File: config.mk
export PLATFORM = sky130hd
export DESIGN_NAME = clkpre_top
export DESIGN_NICKNAME = d
export VERILOG_FILES = /design/src/rtl/clkpre_pkg.sv /design/src/rtl/clkpre_sync.sv /design/src/rtl/clkpre_startup.sv /design/src/rtl/clkpre_pdn_filter.sv /design/src/rtl/clkpre_divider.sv /design/src/rtl/clkpre_top.sv
export SDC_FILE = /design/constraint.sdc
export NUM_CORES = 1
export LEC_CHECK = 0
export BUFFER_PORTS_ARGS = -buffer_cell sky130_fd_sc_hd__buf_2
export CAP_MARGIN = 20
export CORE_MARGIN = 2
export CORE_UTILIZATION = 67
export CTS_BUF_LIST = sky130_fd_sc_hd__clkbuf_8
export CTS_CLUSTER_SIZE = 8
export DETAILED_ROUTE_END_ITERATION = 7
export PLACE_DENSITY = 0.95
export SLEW_MARGIN = 20
export SYNTH_ARGS = -nofsm -noshare
export SYNTH_HDL_FRONTEND = slang
export SYNTH_SLANG_ARGS = --single-unit
File: constraint.sdc
create_clock -name mclk -period 6.6 [get_ports mclk]
set_clock_uncertainty 0.1 [all_clocks]
set_input_delay 0.33 -clock mclk [delete_from_list [all_inputs] [get_ports mclk]]
set_output_delay 0.33 -clock mclk [all_outputs]
set_load 0.02 [all_outputs]
File: src/rtl/clkpre_pkg.sv
package clkpre_pkg;
  localparam int EXP_W = 4;
  typedef logic [EXP_W-1:0] exp_t;

  // Limit a requested exponent to the largest supported value.
  function automatic exp_t clamp_exp(input exp_t req, input exp_t lim);
    return (req > lim) ? lim : req;
  endfunction
endpackage

File: src/rtl/clkpre_sync.sv
module clkpre_sync #(
  parameter int WIDTH  = 2,
  parameter int STAGES = 2
) (
  input  logic             clk,
  input  logic             rst,
  input  logic [WIDTH-1:0] d,
  output logic [WIDTH-1:0] q
);
  logic [WIDTH-1:0] stg [STAGES];

  always_ff @(posedge clk) begin
    if (rst) begin
      for (int i = 0; i < STAGES; i++) stg[i] <= '0;
    end else begin
      stg[0] <= d;
      for (int i = 1; i < STAGES; i++) stg[i] <= stg[i-1];
    end
  end

  assign q = stg[STAGES-1];
endmodule

File: src/rtl/clkpre_startup.sv
module clkpre_startup #(
  parameter int HOLD_CYCLES = 512
) (
  input  logic clk,
  input  logic rst,
  input  logic halt,
  output logic ready
);
  localparam int CW = $clog2(HOLD_CYCLES + 1);

  logic [CW-1:0] cnt;

  // Counts master cycles once reset and power-down are both released.
  always_ff @(posedge clk) begin
    if (rst || halt) begin
      cnt   <= '0;
      ready <= 1'b0;
    end else if (!ready) begin
      cnt <= cnt + 1'b1;
      if (cnt == CW'(HOLD_CYCLES - 1)) ready <= 1'b1;
    end
  end
endmodule

File: src/rtl/clkpre_pdn_filter.sv
module clkpre_pdn_filter
  import clkpre_pkg::*;
#(
  parameter int MAX_EXP  = 8,
  parameter int DEGLITCH = 20
) (
  input  logic clk,
  input  logic rst,
  input  logic req,
  input  exp_t exp_act,
  output logic active
);
  localparam int LIMIT = (2 << MAX_EXP) + DEGLITCH;
  localparam int CW    = $clog2(LIMIT + 1);

  logic [CW-1:0] cnt;
  logic [CW-1:0] thresh;

  // Required persistence: two output periods plus the deglitch interval.
  always_comb thresh = CW'((32'd2 << exp_act) + 32'(DEGLITCH));

  always_ff @(posedge clk) begin
    if (rst || !req) begin
      cnt    <= '0;
      active <= 1'b0;
    end else if (!active) begin
      cnt <= cnt + 1'b1;
      if (cnt >= thresh - 1'b1) active <= 1'b1;
    end
  end
endmodule

File: src/rtl/clkpre_divider.sv
module clkpre_divider
  import clkpre_pkg::*;
#(
  parameter int MAX_EXP = 8
) (
  input  logic clk,
  input  logic rst,
  input  logic stop,
  input  logic want,
  input  exp_t exp_req,
  output logic div_q,
  output logic gate_q,
  output exp_t exp_act,
  output logic wrap
);
  localparam int   CW    = (MAX_EXP < 1) ? 1 : MAX_EXP;
  localparam exp_t MAX_E = exp_t'(MAX_EXP);

  function automatic logic [CW:0] pow2(input exp_t e);
    return (CW+1)'(1) << e;
  endfunction

  logic [CW-1:0] cnt, cnt_nx, last, half_nx;
  exp_t          exp_nx;
  logic          gate_nx, hi_nx;

  always_comb begin
    exp_nx  = clamp_exp(exp_req, MAX_E);
    last    = CW'(pow2(exp_act) - 1'b1);
    wrap    = (cnt == last);
    cnt_nx  = wrap ? '0 : cnt + 1'b1;
    // At a wrap the next period already uses the newly latched exponent.
    half_nx = wrap ? CW'(pow2(exp_nx) >> 1) : CW'(pow2(exp_act) >> 1);
    hi_nx   = (cnt_nx < half_nx);
    gate_nx = wrap ? want : gate_q;
  end

  always_ff @(posedge clk) begin
    if (rst || stop) begin
      cnt     <= '0;
      gate_q  <= 1'b0;
      div_q   <= 1'b0;
      exp_act <= exp_nx;
    end else begin
      cnt    <= cnt_nx;
      gate_q <= gate_nx;
      div_q  <= hi_nx && gate_nx;
      if (wrap) exp_act <= exp_nx;
    end
  end
endmodule

File: src/rtl/clkpre_top.sv
module clkpre_top
  import clkpre_pkg::*;
#(
  parameter int MAX_EXP         = 8,
  parameter int HOLD_CYCLES     = 512,
  parameter int DEGLITCH_CYCLES = 20,
  parameter int SYNC_STAGES     = 2
) (
  input  logic             mclk,
  input  logic             rst,
  input  logic [EXP_W-1:0] exp_in,
  input  logic             oe,
  input  logic             pdn,
  output logic             clk_out,
  output logic             live
);
  logic [1:0] sync_q;
  logic       oe_s, pdn_s;
  logic       pdn_active, ready, want;
  logic       div_q, gate_q, wrap;
  exp_t       exp_act;
  logic       gate_lo;

  clkpre_sync #(.WIDTH(2), .STAGES(SYNC_STAGES)) u_sync (
    .clk(mclk), .rst(rst), .d({pdn, oe}), .q(sync_q)
  );
  assign oe_s  = sync_q[0];
  assign pdn_s = sync_q[1];

  clkpre_pdn_filter #(.MAX_EXP(MAX_EXP), .DEGLITCH(DEGLITCH_CYCLES)) u_pdn (
    .clk(mclk), .rst(rst), .req(pdn_s), .exp_act(exp_act), .active(pdn_active)
  );

  clkpre_startup #(.HOLD_CYCLES(HOLD_CYCLES)) u_start (
    .clk(mclk), .rst(rst), .halt(pdn_active), .ready(ready)
  );

  assign want = oe_s && ready;

  clkpre_divider #(.MAX_EXP(MAX_EXP)) u_div (
    .clk(mclk), .rst(rst), .stop(pdn_active), .want(want), .exp_req(exp_in),
    .div_q(div_q), .gate_q(gate_q), .exp_act(exp_act), .wrap(wrap)
  );

  // Ratio 1: the gate is re-timed on the falling edge so only whole pulses pass.
  always_ff @(negedge mclk) begin
    if (rst) gate_lo <= 1'b0;
    else     gate_lo <= gate_q && (exp_act == '0);
  end

  assign clk_out = div_q | (mclk & gate_lo);
  assign live    = gate_q;
endmodule

==> results of run 1 <==
logic make-up (layout without fill, tap and decap cells):
| group | Yosys count | count (layout) | synth area share |
|---|---|---|---|
| multiplexers | 5 | 5 | 0.02021 |
| adder cells (fa/ha/maj) | 21 | 21 | 0.1061 |
| flip-flops | 41 | 41 | 0.3477 |
| buffers and inverters | 24 | 29 | 0.04043 |
| AND/OR/NAND/NOR | 139 | 139 | 0.2779 |
| AO/OA/AOI/OAI | 48 | 48 | 0.1263 |
| XOR/XNOR | 23 | 23 | 0.08135 |
worst max path at each step:
stage / from / endpoint / slack, ns / cells after the start
floorplan: u_div.exp_act[3] / gate_lo / 2.08 / 5
global placement: u_div.exp_act[3] / gate_lo / 2.07 / 3
detailed placement: u_div.exp_act[2] / u_div.div_q / 1.97 / 16
CTS: gate_lo / clk_out / 1.78 / 2
global route: u_div.exp_act[2] / u_div.div_q / 1.48 / 16
finish: gate_lo / clk_out / 1.78 / 2
routing by layer:
| metal | global-route usage | routed length (um) |
|---|---|---|
| met4 | 0.1463 | 142 |
| met5 | 0 | 0 |
| met1 | 0.3300 | 2241 |
| met3 | 0.07465 | 254 |
| met2 | 0.4678 | 2607 |
cells in the mapped netlist, drive strengths merged, types with 4 or more instances:
master / instances / area [um^2]
nor2: 50 / 187.7
mux2i: 5 / 50.05
inv: 10 / 37.54
nand3: 10 / 50.05
xnor2: 6 / 52.55
nand2: 26 / 97.59
nor4: 4 / 40.04
buf: 6 / 32.53
ha: 21 / 262.8
or3: 9 / 56.30
nor3: 5 / 25.02
edfxtp: 4 / 120.1
xor2: 17 / 148.9
a21oi: 12 / 60.06
nand2b: 5 / 31.28
o21ai: 13 / 65.06
clkbuf: 8 / 30.03
a21o: 8 / 60.06
or2: 4 / 25.02
nor2b: 10 / 62.56
dfxtp: 37 / 740.7
nand4: 4 / 25.02
state kept, by name, summed over array words and instances, names as in the netlist:
register,count
u_start.cnt,10
u_pdn.cnt,10
u_div.div_q,1
gate_lo,1
u_pdn.active,1
u_sync.stg,4
u_div.gate_q,1
u_start.ready,1
u_div.exp_act,4
u_div.cnt,8
where the power goes:
group | internal, uW | switching, uW
Clock | 122 | 100
Combinational | 22.3 | 30.2
Sequential | 257 | 10.3
cell type report:
type                       instances  area share
timing repair buffer               8     0.01511
sequential                        41      0.3248
tap                               48     0.02266
clock inverter                     2    0.004249
inverter                           9     0.01275
multi-input combinational        236      0.5718
clock buffer                      10     0.04863
metrics by stage:
step,setup slack (ns),std cells,power (uW)
final,1.785,354,542.7
after global routing,1.481,354,564.2
after CTS,1.778,354,546.2
after detailed placement,1.966,344,325.5
after global placement,2.072,344,322.2
after floorplan,2.076,301,312.3
critical path: cells and delay by family (launching register included):
family,cells,cell delay (ns)
buf+inv,1,0.15
compound gates,1,0.15
flops,1,0.31
cell usage in the layout, fill, tap and decap left out, types with 9 or more instances in the layout:
| master | instances |
|---|---|
| a21oi_1 | 12 |
| buf_2 | 9 |
| clkbuf_8 | 9 |
| dfxtp_1 | 37 |
| ha_1 | 21 |
| inv_1 | 10 |
| nand2_1 | 26 |
| nand3_1 | 10 |
| nor2_1 | 50 |
| nor2b_1 | 10 |
| o21ai_0 | 13 |
| or3_1 | 9 |
| xor2_1 | 17 |
==> summary.md, run 1 <==
| Metric | Value |
|---|---|
| I/O Pins | `10` |
| Residual DRC | `0` |
| Total GRT Usage | `0.2810` |
| Vias in the first global route | `between 1,500 and 2,000` |
| Worst min path class | `in -> reg` |
| Flop-to-flop setup slack | `1.84 ns` |
| Syn_nets | `between 300 and 400` |
| Crit path capture type | `output port` |
| Yosys warning count | `0` |
| Min Tclk post-route | `4.815 ns` |
| Hold path start | `pdn` |
| Reg2reg end | `u_div.div_q` |
| Hold path cells | `2` |
| Postcts setup bufs | `0` |
| Fillers | `259` |
| Critical path launch point type | `flip-flop` |
| Lkg Pwr | `approximately 0.0011 uW` |
| Maximum VDD drop | `roughly 0.12 mV` |
| Setup Crit Path Kind | `reg -> out` |
| Number of synthesized flops with an enable pin | `4` |
| Hold-fix buffers, CTS | `0` |
| Crit-path slowest cell | `dfxtp_1` |
| WL/cell | `between 10 and 15 um` |
| Post-route ant nets | `0` |
| Final Core Density | `0.7349` |
| Post-layout nets | `about 340` |
| Via density | `just under 6` |
| IO buf count | `9` |
| Slew HR | `0.2961` |
| Status | `finished, final reports clean` |
| Antenna violations before repair | `0` |
| Share of flip-flops with an asynchronous set or reset | `0` |
| Worst skew pair latency | `around 0.40 ns` |
| Tcrit/Tclk final | `0.7296` |
| Reg area | `about 860 um^2` |
| Worst path cell trace | `a21o_1 -> buf_2` |
| Final Cell Area | `approximately 2700 um^2` |
| Area after DPL | `roughly 2500 um^2` |
| Router iterations before antenna repair | `4` |
| Final Wtd Congestion | `0.8864` |
| Core area | `approximately 3600 um^2` |
| Arrival time of the worst setup path | `about 4.4 ns` |
| Gate Count Post-Synth | `between 300 and 400` |
| Site Rows | `22` |
| Starting DRT DRC Count | `198` |
| Mapped Area | `about 2500 um^2` |
| Resized cells post-CTS | `0` |
| Final Hold Fails | `0` |
| Total detailed-routing wirelength | `between 5000 and 6000 um` |
| Setup_tns | `0 ns` |
| Fraction of layout cells with a size suffix above 1 | `0.08170` |
| Syn_area_per_cell | `between 8 and 9 um^2` |
| Synth Flop Type | `dfxtp_1` |
| Worst-Margin Slew | `between 1 and 1.5 ns` |
| Sequential area share after synthesis | `0.3477` |
| Ant diodes | `0` |
| Fin. max-slew vios | `0` |
| Critical Path RT | `just over 6 ns` |
| HPWL Detailed | `roughly 3700 um` |
| CTS tree | `done` |
| Pin count of the biggest net entering global routing | `24` |
| Clk slew on worst S/H paths | `around 0.08 ns` |
| GR Overflow Total | `0` |
| Fmax | `between 200 and 250 MHz` |
| Max cap viols | `0` |
| First-pass GRT wire length | `roughly 9000 um` |
| Distinct cells, synth | `39` |
| CP Max Fanout | `1` |
| Vias | `approximately 2,100` |
| Synthesized flop and latch total | `41` |
| Worst Hold End | `u_sync.stg[0][1]` |
| Area Overhead vs Synth | `7.024%` |
| Die area | `between 4000 and 5000 um^2` |
| Max incr delay on CP | `about 0.31 ns` |
| RSZ-0062 raised after global routing | `no` |
| Area of the multi-input gates | `1515 um^2` |
| Chip height | `64.79 um` |
| Initial core utilization | `0.6867` |
| RR Startpoint | `u_div.exp_act[2]` |
| Final setup fails | `0` |
| Die X-Extent | `64.79 um` |
| Worst hold margin | `around 0.06 ns` |
| PwrDens | `roughly 200 nW/um^2` |
| Worst reg2reg path depth | `16` |
No activity file was read; power rests on OpenSTA's default activity.
==> run 2, diff against run 1 <==
--- a/config.mk
+++ b/config.mk
@@ -5,14 +5,15 @@
 export SDC_FILE = /design/constraint.sdc
 export NUM_CORES = 1
 export LEC_CHECK = 0
+export ABC_AREA = 1
 export BUFFER_PORTS_ARGS = -buffer_cell sky130_fd_sc_hd__buf_2
 export CAP_MARGIN = 20
 export CORE_MARGIN = 2
-export CORE_UTILIZATION = 67
+export CORE_UTILIZATION = 64
 export CTS_BUF_LIST = sky130_fd_sc_hd__clkbuf_8
 export CTS_CLUSTER_SIZE = 8
 export DETAILED_ROUTE_END_ITERATION = 7
-export PLACE_DENSITY = 0.95
+export PLACE_DENSITY = 0.93
 export SLEW_MARGIN = 20
 export SYNTH_ARGS = -nofsm -noshare
 export SYNTH_HDL_FRONTEND = slang
==> constraint.sdc (replaced) <==
create_clock -name mclk -period 4.5 [get_ports mclk]
set_clock_uncertainty 0.1 [all_clocks]
set_input_delay 0.225 -clock mclk [delete_from_list [all_inputs] [get_ports mclk]]
set_output_delay 0.225 -clock mclk [all_outputs]
set_load 0.02 [all_outputs]
==> summary.md, run 2 <==
| Metric | Value |
|---|---|
| Site Rows | `22` |
| First-pass GRT wire length | `~9700 um` |
| Critical path launch point type | `flip-flop` |
| Largest family of logic cells by synthesized area | `simple AND/OR/NAND/NOR gates` |
| Lkg Pwr | `~0.0013 uW` |
| Crit-path slowest cell | `dfxtp_1` |
| Total detailed-routing wirelength | `5530 um` |
| PwrDens | `283.1 nW/um^2` |
| Share of flip-flops with an asynchronous set or reset | `0` |
| Residual DRC | `0` |
| Router iterations before antenna repair | `5` |
| Die X-Extent | `67.05 um` |
| Maximum VDD drop | `roughly 0.22 mV` |
| Yosys warning count | `0` |
| Synth area leader | `dfxtp_1` |
| Max incr delay on CP | `0.29 ns` |
| Vias | `2,435` |
| Max cap viols | `0` |
| Worst skew pair latency | `slightly above 0.4 ns` |
| Final Core Density | `0.7547` |
| Final setup fails | `0` |
| CTS tree | `done` |
| Fraction of layout cells with a size suffix above 1 | `0.09137` |
| Top cells by area, synth | `dfxtp_1, nand2_1, ha_1` |
| Crit-path leading delay family | `flip-flops` |
| Synth cell count leaders | `nand2_1, inv_1, nor2_1` |
| Setup_tns | `0 ns` |
| Post-layout nets | `422` |
| Ant diodes | `0` |
| Area Overhead vs Synth | `11.07%` |
| Post-Synth Simple-Gate Area | `0.3035` |
| Setup Crit Path Kind | `reg -> out` |
| Synth Flop Type | `dfxtp_1` |
| GR Overflow Total | `0` |
| Worst path cell trace | `a21o_1 -> buf_2` |
| Vias in the first global route | `~2,300` |
| Arrival time of the worst setup path | `between 3 and 4 ns` |
| RSZ-0062 raised after global routing | `no` |
| Syn_area_per_cell | `6.838 um^2` |
| Distinct cells, synth | `37` |
| Die area | `approximately 4500 um^2` |
| Status | `finished, final reports clean` |
| Count leader, synth | `nand2_1` |
| Core area | `about 3700 um^2` |
| Pin count of the biggest net entering global routing | `17` |
| Mapped Area | `roughly 2500 um^2` |
| Top Registers | `u_pdn.cnt x10, u_start.cnt x10, u_div.cnt x8` |
| Commonest non-fill, non-tap cells in the layout | `nand2_1, inv_1, nor2_1` |
| Most common cell after layout, fill and taps aside | `nand2_1` |
| CP Max Fanout | `1` |
| Initial core utilization | `0.6795` |
| Gate Count Post-Synth | `~370` |
| Post-route ant nets | `0` |
| I/O Pins | `10` |
| HPWL Detailed | `approximately 4200 um` |
| Total GRT Usage | `0.2933` |
| Antenna violations before repair | `0` |
| Number of synthesized flops with an enable pin | `4` |
| Post-synthesis adder-cell area fraction | `0.1033` |
| Fin. max-slew vios | `0` |
| Final Hold Fails | `0` |
| Critical Path RT | `4.18 ns` |
| WL/cell | `approximately 13 um` |
| Starting DRT DRC Count | `156` |
| Mux share of post-synthesis cell area | `0` |
| Slew HR | `0.6656` |
| Postcts setup bufs | `0` |
| Syn_nets | `between 400 and 500` |
| IO buf count | `9` |
| Worst min path class | `in -> reg` |
| Crit path buf inv count | `1` |
| Synth Area in Compound Gates | `0.1274` |
| Synthesized flop and latch total | `between 40 and 50` |
| Post-Synth XOR/XNOR Area | `0.01722` |
| Sequential area share after synthesis | `0.3384` |
| Via density | `between 5 and 6` |
| Final Wtd Congestion | `about 0.90` |
| Worst-Margin Slew | `0.4997 ns` |
| Chip height | `~67 um` |
| Crit path capture type | `output port` |
| Share of the synthesized area in the top cell type | `0.2912` |
| Clk slew on worst S/H paths | `~0.090 ns` |
run 2: cell count changes after synthesis, moves of 6 or more:
cell      previous run  this run
nor2_1              50        41
nand2_1             26        83
a21o_1               8         1
nand3_1             10        18
inv_1               10        64
xor2_1              17         4
or3_1                9         1
nor3_1               5        12
clkbuf_1             8         2
nor2b_1             10         0
a21oi_1             12        26
o21ai_0             13        21
run 2: power by group:
part	internal, uW	switching (uW)	leakage [uW]
Combinational	31.6	56.6	0.000891
Sequential	377	8.17	0.000341
Clock	170	156	0.0000928
Total	579	221	0.00132
run 2: routing by layer:
metal	wire length, um	global-route usage
met1	2326	0.3295
met2	2633	0.4851
met3	365	0.08784
met4	204	0.1735
met5	0	0
run 2: timing repair:
| item | in CTS | in global routing |
|---|---|---|
| endpoints found under the hold margin | 5 | 0 |
| setup endpoints to repair | 0 | 0 |
| resized for setup | 0 | 0 |
| hold buffers | 6 | 0 |
run 2: worst paths after layout:
| kind | start | end | slack, ns | cells after the start |
|---|---|---|---|---|
| setup / recovery | gate_lo | clk_out | 0.87 | 2 |
| hold / removal | exp_in[0] | u_div.exp_act[0] | 0.11 | 3 |
| setup reg to reg | u_div.exp_act[2] | u_div.div_q | 1.17 | 20 |
| hold reg to reg | u_sync.stg[0][0] | u_sync.stg[0][2] | 0.33 | 2 |
run 2: kinds of logic (layout without fill, tap and decap cells):
kind of cell	Yosys count	count (layout)
AO/OA/AOI/OAI	57	57
buffers and inverters	74	96
flip-flops	41	41
adder cells (fa/ha/maj)	21	21
AND/OR/NAND/NOR	174	174
XOR/XNOR	5	5
run 2: final cells by class:
class / count / area [um^2]
fillers: 288 / 918.4
inverters: 69 / 259.0
multi-input cells: 257 / 1403
flip-flops and latches: 41 / 860.8
well taps: 48 / 60.06
clock buffers: 9 / 115.1
repair buffers: 14 / 100.1
clock inverters: 4 / 27.53
run 2: per-stage QoR:
stage	area (um^2)	hold slack, ns	setup WS (ns)	total power, uW	instances
2_1_floorplan	2544	0.1962	1.242	457.7	372
4_1_cts	2825	0.1049	0.8568	803.9	442
5_1_grt	2825	0.1278	0.8212	839.6	442
3_5_place_dp	2631	0.3109	1.148	478.3	425
3_3_place_gp	2631	0.2972	1.182	474.7	425
6_report	2825	0.1138	0.8668	799.8	442
run 2: tightest hold or removal path, delay by kind of cell:
kind | cells | cell delay, ns
buf+inv | 2 | 0.17
compound gates | 1 | 0.11
==> run 3, diff against run 2 <==
==> constraint.sdc (replaced) <==
create_clock -name mclk -period 3.45 [get_ports mclk]
set_clock_uncertainty 0.1 [all_clocks]
set_input_delay 0.1725 -clock mclk [delete_from_list [all_inputs] [get_ports mclk]]
set_output_delay 0.1725 -clock mclk [all_outputs]
set_load 0.02 [all_outputs]
==> summary.md, run 3 (same netlist as run 2, synthesis figures left out) <==
| Metric | Value |
|---|---|
| First-pass GRT wire length | `between 10,000 and 15,000 um` |
| Initial core utilization | `0.6795` |
| Min Tclk post-route | `between 3 and 4 ns` |
| Fmax | `~320 MHz` |
| Total detailed-routing wirelength | `approximately 6000 um` |
| Site Rows | `22` |
| Via density | `about 5.6` |
| Final setup fails | `0` |
| Final Hold Fails | `0` |
| Residual DRC | `0` |
| Status | `finished, final reports clean` |
| Setup_tns | `0 ns` |
| Ant diodes | `0` |
| Final Wtd Congestion | `0.9669` |
| Power share of the clock group | `0.409` |
| Worst skew pair latency | `just over 0.4 ns` |
| Crit path capture type | `flip-flop` |
| P_int | `755.7 uW` |
| Final Cell Area | `approximately 2800 um^2` |
| WL/cell | `approximately 14 um` |
| Min setup slack post-route | `0.2908 ns` |
| Vias | `2,480` |
| Clk slew on worst S/H paths | `0.09 ns` |
| Post-route ant nets | `0` |
| Starting DRT DRC Count | `273` |
| Area of the multi-input gates | `1403 um^2` |
| Critical path launch point type | `flip-flop` |
| Comb power frac | `0.115` |
| Net Sw Power | `~300 uW` |
| Chip height | `between 60 and 70 um` |
| Sw Share | `0.2851` |
| PwrDens | `approximately 370 nW/um^2` |
| Setup Crit Path Kind | `reg -> reg` |
| CP Max Fanout | `16` |
| GR Overflow Total | `0` |
| Maximum VDD drop | `approximately 0.30 mV` |
| Area after DPL | `roughly 2600 um^2` |
| Arrival time of the worst setup path | `between 3 and 4 ns` |
| Worst min path class | `in -> reg` |
| Final cell count without fillers | `445` |
| I/O Pins | `10` |
| Fin. max-slew vios | `0` |
| Tcrit/Tclk final | `0.9157` |
| Lkg Pwr | `~0.0013 uW` |
| Critical Path RT | `approximately 3.7 ns` |
| Total GRT Usage | `0.3035` |
| Vias in the first global route | `~2,400` |
| IO buf count | `9` |
| Pin count of the biggest net entering global routing | `17` |
| Post-layout nets | `roughly 430` |
| Antenna violations before repair | `0` |
| Placed cells | `between 400 and 500` |
| Slew HR | `0.6171` |
| CTS tree | `done` |
| RSZ-0062 raised after global routing | `no` |
| Worst-Margin Slew | `approximately 0.57 ns` |
| Sequential Power Share | `0.476` |
| HPWL Detailed | `between 4000 and 5000 um` |
| Reg area | `~860 um^2` |
| Core area | `roughly 3700 um^2` |
| Area Overhead vs Synth | `11.90%` |
| Worst slack, placed | `around 0.28 ns` |
| Max cap viols | `0` |
| Router iterations before antenna repair | `5` |
| Die area | `approximately 4500 um^2` |
| Fraction of layout cells with a size suffix above 1 | `0.1008` |
| Die X-Extent | `67.05 um` |
| Most common cell after layout, fill and taps aside | `nand2_1` |
| Top Registers | `u_pdn.cnt x10, u_start.cnt x10, u_div.cnt x8` |
| Fillers | `about 270` |
| Commonest non-fill, non-tap cells in the layout | `nand2_1, inv_1, nor2_1` |
==> run 3: path summary, 6_finish.rpt <==
check / to / depth (start not counted) / slack (ns) / startpoint
min: u_div.exp_act[0] / 4 / 0.07 / exp_in[0]
max: u_div.div_q / 20 / 0.29 / u_div.exp_act[2]
min reg2reg: u_sync.stg[0][3] / 2 / 0.33 / u_sync.stg[0][1]
max reg2reg: u_div.div_q / 20 / 0.29 / u_div.exp_act[2]
==> run 3: repair_timing <==
item | 4_1_cts | 5_1_grt
setup endpoints to repair | 0 | 1
hold buffers | 6 | 0
buffers inserted | 0 | 1
endpoints found under the hold margin | 5 | 0
gates resized for setup | 0 | 2
==> run 3: power by group through the flow <==
| stage | Sequential [uW] | Combinational (uW) | Clock, uW |
|---|---|---|---|
| 2_1_floorplan | 511 | 82.0 | 3.62 |
| 3_3_place_gp | 514 | 106 | 3.62 |
| 3_5_place_dp | 514 | 110 | 3.62 |
| 4_1_cts | 503 | 117 | 432 |
| 5_1_grt | 504 | 138 | 459 |
| 6_report | 503 | 121 | 432 |
==> run 3: stage by stage <==
step	util	hold slack, ns	total power, uW
after CTS	0.7577	0.07060	1052
after global routing	0.7604	0.07603	1101
after floorplan	-	0.1437	596.9
after detailed placement	0.7069	0.2857	627.8
after global placement	0.7069	0.2788	623.1
final	0.7604	0.07337	1057
==> run 3: cell type report <==
class,instances,area share
multi-input cells,257,0.4927
flip-flops and latches,41,0.3024
inverters,69,0.09187
repair buffers,17,0.04308
clock buffers,9,0.04044
well taps,48,0.02110
clock inverters,4,0.008352
==> run 3: worst max-delay path, cell delays in order, from the launching register on <==
cell and delay, ns:
edfxtp_1 0.46, inv_2 0.14, nand2_4 0.08, nor2_1 0.20
inv_1 0.07, ha_1 0.29, inv_1 0.08, nand2_1 0.05
nand2_1 0.06, nand2_1 0.06, nor2_1 0.10, nand2_1 0.09
nor2_4 0.13, nand3_4 0.19, inv_4 0.16, or2_1 0.12
inv_1 0.04, ha_1 0.29, a21oi_1 0.16, o211ai_2 0.11
a21oi_2 0.10
==> run 3: per-layer routing <==
layer  vias up  global-route usage  routed length, um  share of wire
met5         -                   0                  0              0
met4         0              0.1378                172          0.028
met3        28             0.09966                564          0.093
met2       106              0.4975               2881           0.48
met1      1106              0.3568               2419           0.40
li1       1240                   -                  -              -
